File: src/rtl/dmach_pkg.sv
package dmach_pkg;

  // command bits (write side of the control word)
  localparam int CMD_SET_EN    = 16;
  localparam int CMD_SET_CHAIN = 17;
  localparam int CMD_SET_DIR   = 18;
  localparam int CMD_CLR_DONE  = 19;
  localparam int CMD_RESET     = 20;

  // status bits (read side of the control word)
  localparam int ST_EN    = 24;
  localparam int ST_CHAIN = 25;
  localparam int ST_DIR   = 26;
  localparam int ST_DONE  = 27;

  typedef struct packed {
    logic done;
    logic dir;
    logic chain;
    logic en;
  } chan_flags_t;

  typedef enum logic [3:0] {
    SEL_NONE, SEL_CSR,
    SEL_NEXT, SEL_LIMIT, SEL_START, SEL_STOP,
    SEL_SNEXT, SEL_SLIMIT, SEL_SSTART, SEL_SSTOP,
    SEL_INIT, SEL_SIZE
  } reg_sel_t;

  function automatic reg_sel_t decode_offset(input logic [31:0] off);
    case (off)
      32'h0000_0000: return SEL_CSR;
      32'h0000_4000: return SEL_NEXT;
      32'h0000_4004: return SEL_LIMIT;
      32'h0000_4008: return SEL_START;
      32'h0000_400C: return SEL_STOP;
      32'h0000_3FF0: return SEL_SNEXT;
      32'h0000_3FF4: return SEL_SLIMIT;
      32'h0000_3FF8: return SEL_SSTART;
      32'h0000_3FFC: return SEL_SSTOP;
      32'h0000_4200: return SEL_INIT;
      32'h0000_4204: return SEL_SIZE;
      default:       return SEL_NONE;
    endcase
  endfunction

  function automatic reg_sel_t live_code(input int idx);
    case (idx)
      0:       return SEL_NEXT;
      1:       return SEL_LIMIT;
      2:       return SEL_START;
      default: return SEL_STOP;
    endcase
  endfunction

  function automatic reg_sel_t saved_code(input int idx);
    case (idx)
      0:       return SEL_SNEXT;
      1:       return SEL_SLIMIT;
      2:       return SEL_SSTART;
      default: return SEL_SSTOP;
    endcase
  endfunction

  function automatic logic [31:0] ptr_step(input logic [31:0] p, input int unsigned step);
    return p + 32'(step);
  endfunction

  function automatic logic [31:0] status_word(input chan_flags_t f);
    logic [31:0] w;
    w = '0;
    w[ST_EN]    = f.en;
    w[ST_CHAIN] = f.chain;
    w[ST_DIR]   = f.dir;
    w[ST_DONE]  = f.done;
    return w;
  endfunction

endpackage

File: src/rtl/dmach_csr.sv
module dmach_csr
  import dmach_pkg::*;
(
  input  logic        clk,
  input  logic        rst_n,
  input  logic        cmd_wr,
  input  logic [31:0] cmd_word,
  input  logic        term_evt,
  input  logic        chain_evt,
  output chan_flags_t flags
);
  chan_flags_t flags_d;

  always_comb begin
    flags_d = flags;
    if (term_evt) begin
      flags_d.en   = 1'b0;
      flags_d.done = 1'b1;
    end
    if (chain_evt) flags_d.chain = 1'b0;
    if (cmd_wr) begin
      if (cmd_word[CMD_SET_EN])    flags_d.en    = 1'b1;
      if (cmd_word[CMD_SET_CHAIN]) flags_d.chain = 1'b1;
      if (cmd_word[CMD_SET_DIR])   flags_d.dir   = 1'b1;
      if (cmd_word[CMD_CLR_DONE])  flags_d.done  = 1'b0;
      if (cmd_word[CMD_RESET])     flags_d       = '0;
    end
  end

  always_ff @(posedge clk) begin
    if (!rst_n) flags <= '0;
    else        flags <= flags_d;
  end


  reset_prio_chk: assert property (@(posedge clk) disable iff (!rst_n)
    cmd_wr && cmd_word[CMD_RESET] |=> flags == '0);


  set_en_chk: assert property (@(posedge clk) disable iff (!rst_n)
    cmd_wr && cmd_word[CMD_SET_EN] && !cmd_word[CMD_RESET] |=> flags.en);


  stop_flags_chk: assert property (@(posedge clk) disable iff (!rst_n)
    term_evt && !cmd_wr |=> flags.done && !flags.en);

endmodule

File: src/rtl/dmach_ptrs.sv
module dmach_ptrs
  import dmach_pkg::*;
#(
  parameter int PTR_W      = 32,
  parameter int STEP_BYTES = 4
) (
  input  logic             clk,
  input  logic             rst_n,
  input  logic             wr_en,
  input  reg_sel_t         wr_sel,
  input  logic [PTR_W-1:0] wr_data,
  input  logic             beat,
  input  logic             chain_on,
  input  reg_sel_t         rd_sel,
  output logic [PTR_W-1:0] next_ptr,
  output logic             stop_evt,
  output logic             chain_evt,
  output logic             term_evt,
  output logic [PTR_W-1:0] rd_data
);
  localparam int NPTR = 4;

  logic [PTR_W-1:0] live  [NPTR];
  logic [PTR_W-1:0] saved [NPTR];
  logic [PTR_W-1:0] init_q, size_q, next_adv;
  logic [NPTR-1:0]  live_wr;

  assign next_adv  = ptr_step(live[0], STEP_BYTES);
  assign stop_evt  = beat && (next_adv == live[1]);
  assign chain_evt = stop_evt && chain_on;
  assign term_evt  = stop_evt && !chain_on;
  assign next_ptr  = live[0];

  for (genvar i = 0; i < NPTR; i++) begin : g_ptr
    assign live_wr[i] = wr_en && (wr_sel == live_code(i));

    if (i == 0) begin : g_cur
      always_ff @(posedge clk) begin
        if (!rst_n)         live[i] <= '0;
        else if (live_wr[i]) live[i] <= wr_data;
        else if (chain_evt)  live[i] <= live[i+2];
        else if (beat)       live[i] <= next_adv;
      end
    end else if (i == 1) begin : g_end
      always_ff @(posedge clk) begin
        if (!rst_n)         live[i] <= '0;
        else if (live_wr[i]) live[i] <= wr_data;
        else if (chain_evt)  live[i] <= live[i+2];
      end
    end else begin : g_pend
      always_ff @(posedge clk) begin
        if (!rst_n)         live[i] <= '0;
        else if (live_wr[i]) live[i] <= wr_data;
      end
    end

    always_ff @(posedge clk) begin
      if (!rst_n)        saved[i] <= '0;
      else if (stop_evt) saved[i] <= (i == 0) ? next_adv : live[i];
    end
  end

  always_ff @(posedge clk) begin
    if (!rst_n) begin
      init_q <= '0;
      size_q <= '0;
    end else if (wr_en) begin
      if (wr_sel == SEL_INIT) init_q <= wr_data;
      if (wr_sel == SEL_SIZE) size_q <= wr_data;
    end
  end

  always_comb begin
    case (rd_sel)
      SEL_NEXT:   rd_data = live[0];
      SEL_LIMIT:  rd_data = live[1];
      SEL_START:  rd_data = live[2];
      SEL_STOP:   rd_data = live[3];
      SEL_SNEXT:  rd_data = saved[0];
      SEL_SLIMIT: rd_data = saved[1];
      SEL_SSTART: rd_data = saved[2];
      SEL_SSTOP:  rd_data = saved[3];
      SEL_INIT:   rd_data = init_q;
      SEL_SIZE:   rd_data = size_q;
      default:    rd_data = '0;
    endcase
  end


  step_chk: assert property (@(posedge clk) disable iff (!rst_n)
    beat && !stop_evt && !live_wr[0] |=> live[0] == $past(live[0]) + PTR_W'(STEP_BYTES));


  chain_load_chk: assert property (@(posedge clk) disable iff (!rst_n)
    chain_evt && !(|live_wr) |=> live[0] == $past(live[2]) && live[1] == $past(live[3]));

endmodule

File: src/rtl/dmach_port.sv
module dmach_port #(
  parameter int DATA_W = 32,
  parameter int PTR_W  = 32
) (
  input  logic              en,
  input  logic              dir,
  input  logic [PTR_W-1:0]  next_ptr,
  input  logic              dev_in_valid,
  input  logic [DATA_W-1:0] dev_in_data,
  output logic              dev_in_ready,
  output logic              dev_out_valid,
  output logic [DATA_W-1:0] dev_out_data,
  input  logic              dev_out_ready,
  output logic              mem_req,
  output logic              mem_we,
  output logic [PTR_W-1:0]  mem_addr,
  output logic [DATA_W-1:0] mem_wdata,
  input  logic              mem_gnt,
  input  logic [DATA_W-1:0] mem_rdata,
  output logic              beat
);
  logic to_mem, to_dev;

  assign to_mem        = en && dir;
  assign to_dev        = en && !dir;
  assign mem_req       = (to_mem && dev_in_valid) || (to_dev && dev_out_ready);
  assign mem_we        = to_mem;
  assign mem_addr      = next_ptr;
  assign mem_wdata     = dev_in_data;
  assign dev_in_ready  = to_mem && mem_gnt;
  assign dev_out_valid = to_dev && mem_gnt;
  assign dev_out_data  = mem_rdata;
  assign beat          = mem_req && mem_gnt;

endmodule

File: src/rtl/dmach_top.sv
module dmach_top
  import dmach_pkg::*;
#(
  parameter int ADDR_W     = 16,
  parameter int STEP_BYTES = 4
) (
  input  logic              clk,
  input  logic              rst_n,
  input  logic              reg_sel,
  input  logic              reg_we,
  input  logic [ADDR_W-1:0] reg_addr,
  input  logic [2:0]        reg_size,
  input  logic [31:0]       reg_wdata,
  output logic [31:0]       reg_rdata,
  input  logic              dev_in_valid,
  input  logic [31:0]       dev_in_data,
  output logic              dev_in_ready,
  output logic              dev_out_valid,
  output logic [31:0]       dev_out_data,
  input  logic              dev_out_ready,
  output logic              mem_req,
  output logic              mem_we,
  output logic [31:0]       mem_addr,
  output logic [31:0]       mem_wdata,
  input  logic              mem_gnt,
  input  logic [31:0]       mem_rdata,
  output logic              irq
);
  localparam int WORD_W = 32;
  localparam logic [2:0] WORD_BYTES = 3'(WORD_W / 8);

  logic        acc_ok, wr_stb, cmd_wr, beat;
  logic        stop_evt, chain_evt, term_evt;
  reg_sel_t    hit;
  chan_flags_t flags;
  logic [31:0] next_ptr, ptr_rd;

  assign acc_ok = reg_sel && (reg_size == WORD_BYTES);
  assign hit    = decode_offset(32'(reg_addr));
  assign wr_stb = acc_ok && reg_we;
  assign cmd_wr = wr_stb && (hit == SEL_CSR);

  dmach_csr u_csr (
    .clk(clk), .rst_n(rst_n), .cmd_wr(cmd_wr), .cmd_word(reg_wdata),
    .term_evt(term_evt), .chain_evt(chain_evt), .flags(flags)
  );

  dmach_ptrs #(.PTR_W(WORD_W), .STEP_BYTES(STEP_BYTES)) u_ptrs (
    .clk(clk), .rst_n(rst_n), .wr_en(wr_stb), .wr_sel(hit), .wr_data(reg_wdata),
    .beat(beat), .chain_on(flags.chain), .rd_sel(hit), .next_ptr(next_ptr),
    .stop_evt(stop_evt), .chain_evt(chain_evt), .term_evt(term_evt), .rd_data(ptr_rd)
  );

  dmach_port #(.DATA_W(WORD_W), .PTR_W(WORD_W)) u_port (
    .en(flags.en), .dir(flags.dir), .next_ptr(next_ptr),
    .dev_in_valid(dev_in_valid), .dev_in_data(dev_in_data), .dev_in_ready(dev_in_ready),
    .dev_out_valid(dev_out_valid), .dev_out_data(dev_out_data), .dev_out_ready(dev_out_ready),
    .mem_req(mem_req), .mem_we(mem_we), .mem_addr(mem_addr), .mem_wdata(mem_wdata),
    .mem_gnt(mem_gnt), .mem_rdata(mem_rdata), .beat(beat)
  );

  always_comb begin
    reg_rdata = '0;
    if (acc_ok && !reg_we) begin
      if (hit == SEL_CSR) reg_rdata = status_word(flags);
      else                reg_rdata = ptr_rd;
    end
  end

  always_ff @(posedge clk) begin
    if (!rst_n) irq <= 1'b0;
    else        irq <= term_evt;
  end


  idle_chk: assert property (@(posedge clk) disable iff (!rst_n)
    !flags.en |-> !mem_req && !dev_in_ready && !dev_out_valid);


  irq_pulse_chk: assert property (@(posedge clk) disable iff (!rst_n)
    irq |=> !irq);


  irq_cause_chk: assert property (@(posedge clk) disable iff (!rst_n)
    term_evt |=> irq);

endmodule

File: config.mk
export PLATFORM = sky130hd
export DESIGN_NAME = dmach_top
export DESIGN_NICKNAME = d
export VERILOG_FILES = /design/src/rtl/dmach_pkg.sv /design/src/rtl/dmach_csr.sv /design/src/rtl/dmach_ptrs.sv /design/src/rtl/dmach_port.sv /design/src/rtl/dmach_top.sv
export SDC_FILE = /design/constraint.sdc
export NUM_CORES = 1
export LEC_CHECK = 0
export BUFFER_PORTS_ARGS = -buffer_cell sky130_fd_sc_hd__buf_2
export CAP_MARGIN = 20
export CORE_ASPECT_RATIO = 0.8
export CORE_MARGIN = 5
export CORE_UTILIZATION = 41
export DETAILED_ROUTE_END_ITERATION = 10
export PLACE_DENSITY_LB_ADDON = 0.08
export SETUP_SLACK_MARGIN = 0.15
export SKIP_LAST_GASP = 1
export SLEW_MARGIN = 0
export SYNTH_ARGS = -nofsm -noshare
export SYNTH_HDL_FRONTEND = slang
export SYNTH_HIERARCHICAL = 1
export SYNTH_SLANG_ARGS = --single-unit
File: constraint.sdc
create_clock -name clk -period 9.78 [get_ports clk]
set_input_delay 1.956 -clock clk [delete_from_list [all_inputs] [get_ports clk]]
set_output_delay 1.956 -clock clk [all_outputs]
set_load 0.01 [all_outputs]
# Yosys cells after proc, flatten, opt, wreduce, memory -nomap -nowiden
# Memories as Yosys holds them, arrays and structs flattened.
# Cells that the tools add are included.
# Widths: inputs -> output; s select.
# totals
ff_bits	69
mem_bits_rw	256
output_inout_bits	133
memories	2
# memory_table
name	words	width	read_ports	rd_clocked_by_memory_dff	wr	line_no	rtl
u_ptrs.live	4	32	4	0	4	dmach_ptrs.sv:23	logic [PTR_W-1:0] live [NPTR];
u_ptrs.saved	4	32	4	0	4	dmach_ptrs.sv:24	logic [PTR_W-1:0] saved [NPTR];
# classes
addsub	1
eq_ne	23
n_mux	52
bitwise	11
reduce_logical	27
# op_table
op	n
$mux 32	13
$pmux 32 s10	1
$eq 16x15->1 const B	6
$eq 16x14->1 const B	4
$pmux 4 s11	1
$mux 1	35
$add 32x3->32 const B	1
$eq 32x32->1	1
$logic_and 1x1->1	18
$eq 4x3->1 const B	4
$eq 4x4->1 const B	4
$logic_not 16->1	1
$or 1x1->1	11
$eq 4x2->1 const B	2
$mux 4	2
$reduce_and 2->1	3
$eq 4x1->1 const B	1
$eq 3x3->1 const B	1
$logic_not 1->1	3
$reduce_bool 2->1	1
$logic_or 1x1->1	1

# Depth between registers and ports, before layout
# depth
depth_word	13
mapped_depth	14
ltp_nobuf	13

# By module
# Netlist, hierarchy kept.
# by_module_without_submodules
module	instances	cells_per_inst	area_each_um2	seq_area_each_um2
dmach_ptrs	1	1362	15586.2	8968.6
dmach_port	1	103	763.2	0.0
dmach_top	1	77	610.6	20.0
dmach_csr	1	15	143.9	80.1

# Least setup slack after synthesis
# OpenSTA, ideal clock, no wires.
# synth_timing
path_type	input-to-reg
startpoint	input port dev_in_valid
endpoint	memory u_ptrs.saved[0][0] (enable)
setup_ps	492
arrival_time_ps	6203
required_ps	9288
slack_ps	3085
stages	8
path_cell_list	mux2i_1 nor2_1 nand3_1 a2111oi_2 nand4_1 or4_4 nand2b_1 nand2_1
# synth_rtl
item	line_no	rtl
start: declaration	dmach_top.sv:15	input logic dev_in_valid,
end: declaration	dmach_ptrs.sv:24	

# Final worst setup path
# layout_timing
startpoint	input port reg_addr[14]
endpoint	output port reg_rdata[25]
# layout_via
elab_chain_len	6
word_cells_on_any_way	26
# layout_rtl
item	line_no	rtl
start: declaration	dmach_top.sv:11	input logic [ADDR_W-1:0] reg_addr,
$eq 16x15->1, or another cell as far along	dmach_pkg.sv:31	case (off)
$pmux 4 s11 *	dmach_pkg.sv:31	
net hit[1]	dmach_top.sv:34	reg_sel_t hit;
$eq 4x4->1, or another cell as far along	dmach_ptrs.sv:74	case (rd_sel)
$pmux 32 s10 *	dmach_ptrs.sv:74	
net ptr_rd[25]	dmach_top.sv:36	logic [31:0] next_ptr, ptr_rd;
$mux 32 *	dmach_top.sv:65	if (hit == SEL_CSR) reg_rdata = status_word(flags);
$mux 32 *	dmach_top.sv:64	if (acc_ok && !reg_we) begin
end: declaration	dmach_top.sv:14	output logic [31:0] reg_rdata,
# The timed path passes the listed nets; every way through them passes the cells marked *.

==> impl_metrics.csv <==
group,metric,value,unit
outcome,status,"complete, no violations",
critical_path,cp.arrival,5.47,ns
placed_design,place_ws,2.40,ns
yosys,ys_top_cells_by_area,"edfxtp_1 (45%), dfxtp_1 (8.1%), and3_1 (5.0%)",
placed_design,dpl.hpwl,35300,um
finish,num_antenna_cells,0,
placed_design,place.gp.congestion,0.853,
drt,drt_wl_total,57200,um
power_and_ir_drop,powerDensity,161,mW/mm^2
critical_path,crit_type,"in2out",
die,ioPinCount,255,
worst_hold_path,whs_endpoint,"u_ptrs/size_q[20]",
grt,grt_pass1_vias,12700,
sta,setup_tns,0,ns
critical_path,r2r_cells,11,
critical_path,timing.critical_path.slowest_stage_cell,"nor2_4",
sta,whs,0.467,ns
finish,layout.nets,1652,
clocking,cts_buffers,36,
die,placementRows,67,
critical_path,r2r-start,"u_ptrs/live[0][2]",
sta,grt_setup_unrepaired,"no",
die,dieArea,0.0459,sq mm
sta,slew_viol_final,0,
finish,synthToLayoutAreaGrowth,8.90,%
yosys,netlist_instances,1557,
yosys,netlist_area,0.0171,sq mm
yosys,yosysTopAreaCellShare,44.9,%
finish,drive_above_1_share,17.3,%
clocking,clkSinkCount,325,
die,die_x,238,um
yosys,synth_edf_count,256,
yosys,synth_largest_area_cell,"edfxtp_1",
worst_hold_path,min_from,"u_ptrs/size_q[20]",
sta,hold_viol_final,0,
power_and_ir_drop,p_leak,6.89,nW
die,core_area,0.0416,sq mm
yosys,synth_nets,1680,
clocking,cts-resized-gates,0,
grt,grt_antenna_before_repair,1,
drt,final_antenna_net_count,0,
yosys,synth_common_cells,"edfxtp_1 (256), nand2_1 (155), and3_1 (136)",
finish,final_util,44.8,%
grt,grt_usage,24.3,%
drt,wl_met3,3840,um
critical_path,r2r_setup_slack,4.04,ns
clocking,path_clk_slew,0.06,ns
die,initial_utilization,41.1,%
sta,fmax,135,MHz
sta,max_slew_margin,21.3,%
sta,setup_viol,0,
grt,grt_pass1_wl,84900,um
critical_path,max_stage_delay,0.74,ns
sta,period_share,75.9,%
drt,top_layer_used,"met5",
yosys,ys_seq_area_share,53.0,%
drt,vias_per_cell,6.11,
die,die_h,193,um
grt,grt-ovfl-total,0,
worst_hold_path,hold_class,"reg2reg",
yosys,yosysMostFrequentCell,"edfxtp_1",
yosys,async_flop_share,0,%
sta,worst_pin_slew,1.18,ns
critical_path,end_kind,"primary output",
sta,period_minus_slack,7.42,ns
clocking,cts_tree,"built",
drt,drc,0,
sta,clock_skew,0.0191,ns
clocking,clockBufferDepth,3,
drt,wl_per_cell,27.1,um
critical_path,startpoint_type,"input pin",
critical_path,path_cells,"buf_2 > nand4b_1 > or3_1 > a21boi_0 > nand2_1 > nor2_4 > buf_16 > a22o_1 > a221oi_1 > nand4_1 > o21ai_0 > a21boi_0 > buf_2",
placed_design,port_buffers,126,
drt,drtIter0Drc,1296,
clocking,hold_buffers,0,
yosys,ys_seq_elements,325,
yosys,synth_cell_types,74,
yosys,yosysWarnings,6,
worst_hold_path,hold_depth,2,
clocking,cts-root-buf,"clkbuf_16",
critical_path,worstPathRequired,7.82,ns
drt,drtPass1Iterations,5,
run,cap_violations,0,
yosys,syn_avg_cell_area,11.0,sq um
power_and_ir_drop,ir_drop,0.119,mV
drt,met2WireLength,25900,um
yosys,ys.flop_type,"edfxtp_1",
clocking,htree_num_levels,2,
sta,setup_ws,2.36,ns
drt,met1_length,26200,um
drt,vias,12900,
clocking,insertion_delay,0.53,ns
grt,grt_max_degree,81,
critical_path,r2r_end,"u_ptrs/live[0][12]",
clocking,cts_setup_buffers,0,
critical_path,crit_path_max_fanout,19,
[cell usage in the layout, fill, tap and decap left out, types with 4 or more instances in the layout]
master and instances:
and3_1 135, clkbuf_8 4, a22o_1 64, mux2i_1 4, nand4_1 51, dfxtp_1 69, nor4_4 4, o21ai_0 13
nor3_2 5, nor4_1 5, nand2_1 154, inv_1 10, nor3_1 6, a32oi_1 28, xnor2_1 28, o21ai_1 25
a21boi_0 69, nor2b_1 6, and2_4 20, nor2_1 27, clkbuf_1 13, buf_2 125, clkinv_1 6, a21oi_1 16
and2_1 72, and2_2 7, nand2b_1 12, a221oi_1 32, nor2_4 9, buf_4 28, nand3_1 21, a22oi_1 96
a211oi_1 4, xor2_1 18, clkbuf_16 37, edfxtp_1 256
[metal layers]
layer | up-vias | track usage [%]
met1 | 6481 | 35.3
met3 | 99 | 3.90
li1 | 5745 | -
met2 | 546 | 38.3
met4 | 2 | 6.13
met5 | - | 0
[how the worst max path moves through the flow]
stage	from	endpoint	slack [ns]	cells past startpoint
after CTS	reg_addr[14]	reg_rdata[25]	2.39	13
final	reg_addr[14]	reg_rdata[25]	2.36	13
after global placement	reg_addr[14]	reg_rdata[25]	2.33	12
after global routing	reg_addr[8]	reg_rdata[25]	2.21	13
after detailed placement	reg_addr[14]	reg_rdata[25]	2.40	13
after floorplan	dev_in_valid	u_ptrs/saved[0][0]	3.09	8
[final cells by class]
cell class	instances	area, sq um
tap	552	691
fill	3981	23000
sequential	325	9070
clock buffer	54	1030
clock inverter	10	70.1
inverter	11	41.3
multi-input combinational	999	6830
timing repair buffer	156	898
[registers in the layout, indices dropped and copies added (netlist names)]
register and cells:
irq 1, u_ptrs/saved 128, u_csr/flags 4, u_ptrs/live 128, u_ptrs/size_q 32, u_ptrs/init_q 32
[power by group]
group          internal (mW)  switching, mW
clock                  0.752          0.553
combinational         0.0347         0.0812
sequential              1.53         0.0406
[metrics by stage]
stage | instances | total power, mW | area, sq um
finish | 2107 | 2.99 | 18600
global route | 2107 | 3.08 | 18600
CTS | 2107 | 3.02 | 18600
detailed placement | 2043 | 1.71 | 17500
global placement | 2040 | 1.71 | 17500
floorplan | 1557 | 1.67 | 17100
[cell families (layout without fill, tap and decap cells)]
kind of cell               count (synthesis)  in the layout  synth area share [%]
buffers and inverters                    233            231                  7.89
DFF                                      325            325                  53.0
adders and majority gates                  1              1                0.0731
xor gates and xnor gates                  50             50                  2.90
and+or+nand+nor                          568            568                  19.0
muxes                                      5              5                 0.300
AOI/OAI and AO/OA                        375            375                  16.8
[worst max-delay path: cells and delay by family]
kind	cells	cell delay, ns
buffers and inverters	3	0.55
AND/OR/NAND/NOR	5	1.81
AO/OA/AOI/OAI	5	1.15
(Power assumes the default switching activity.)
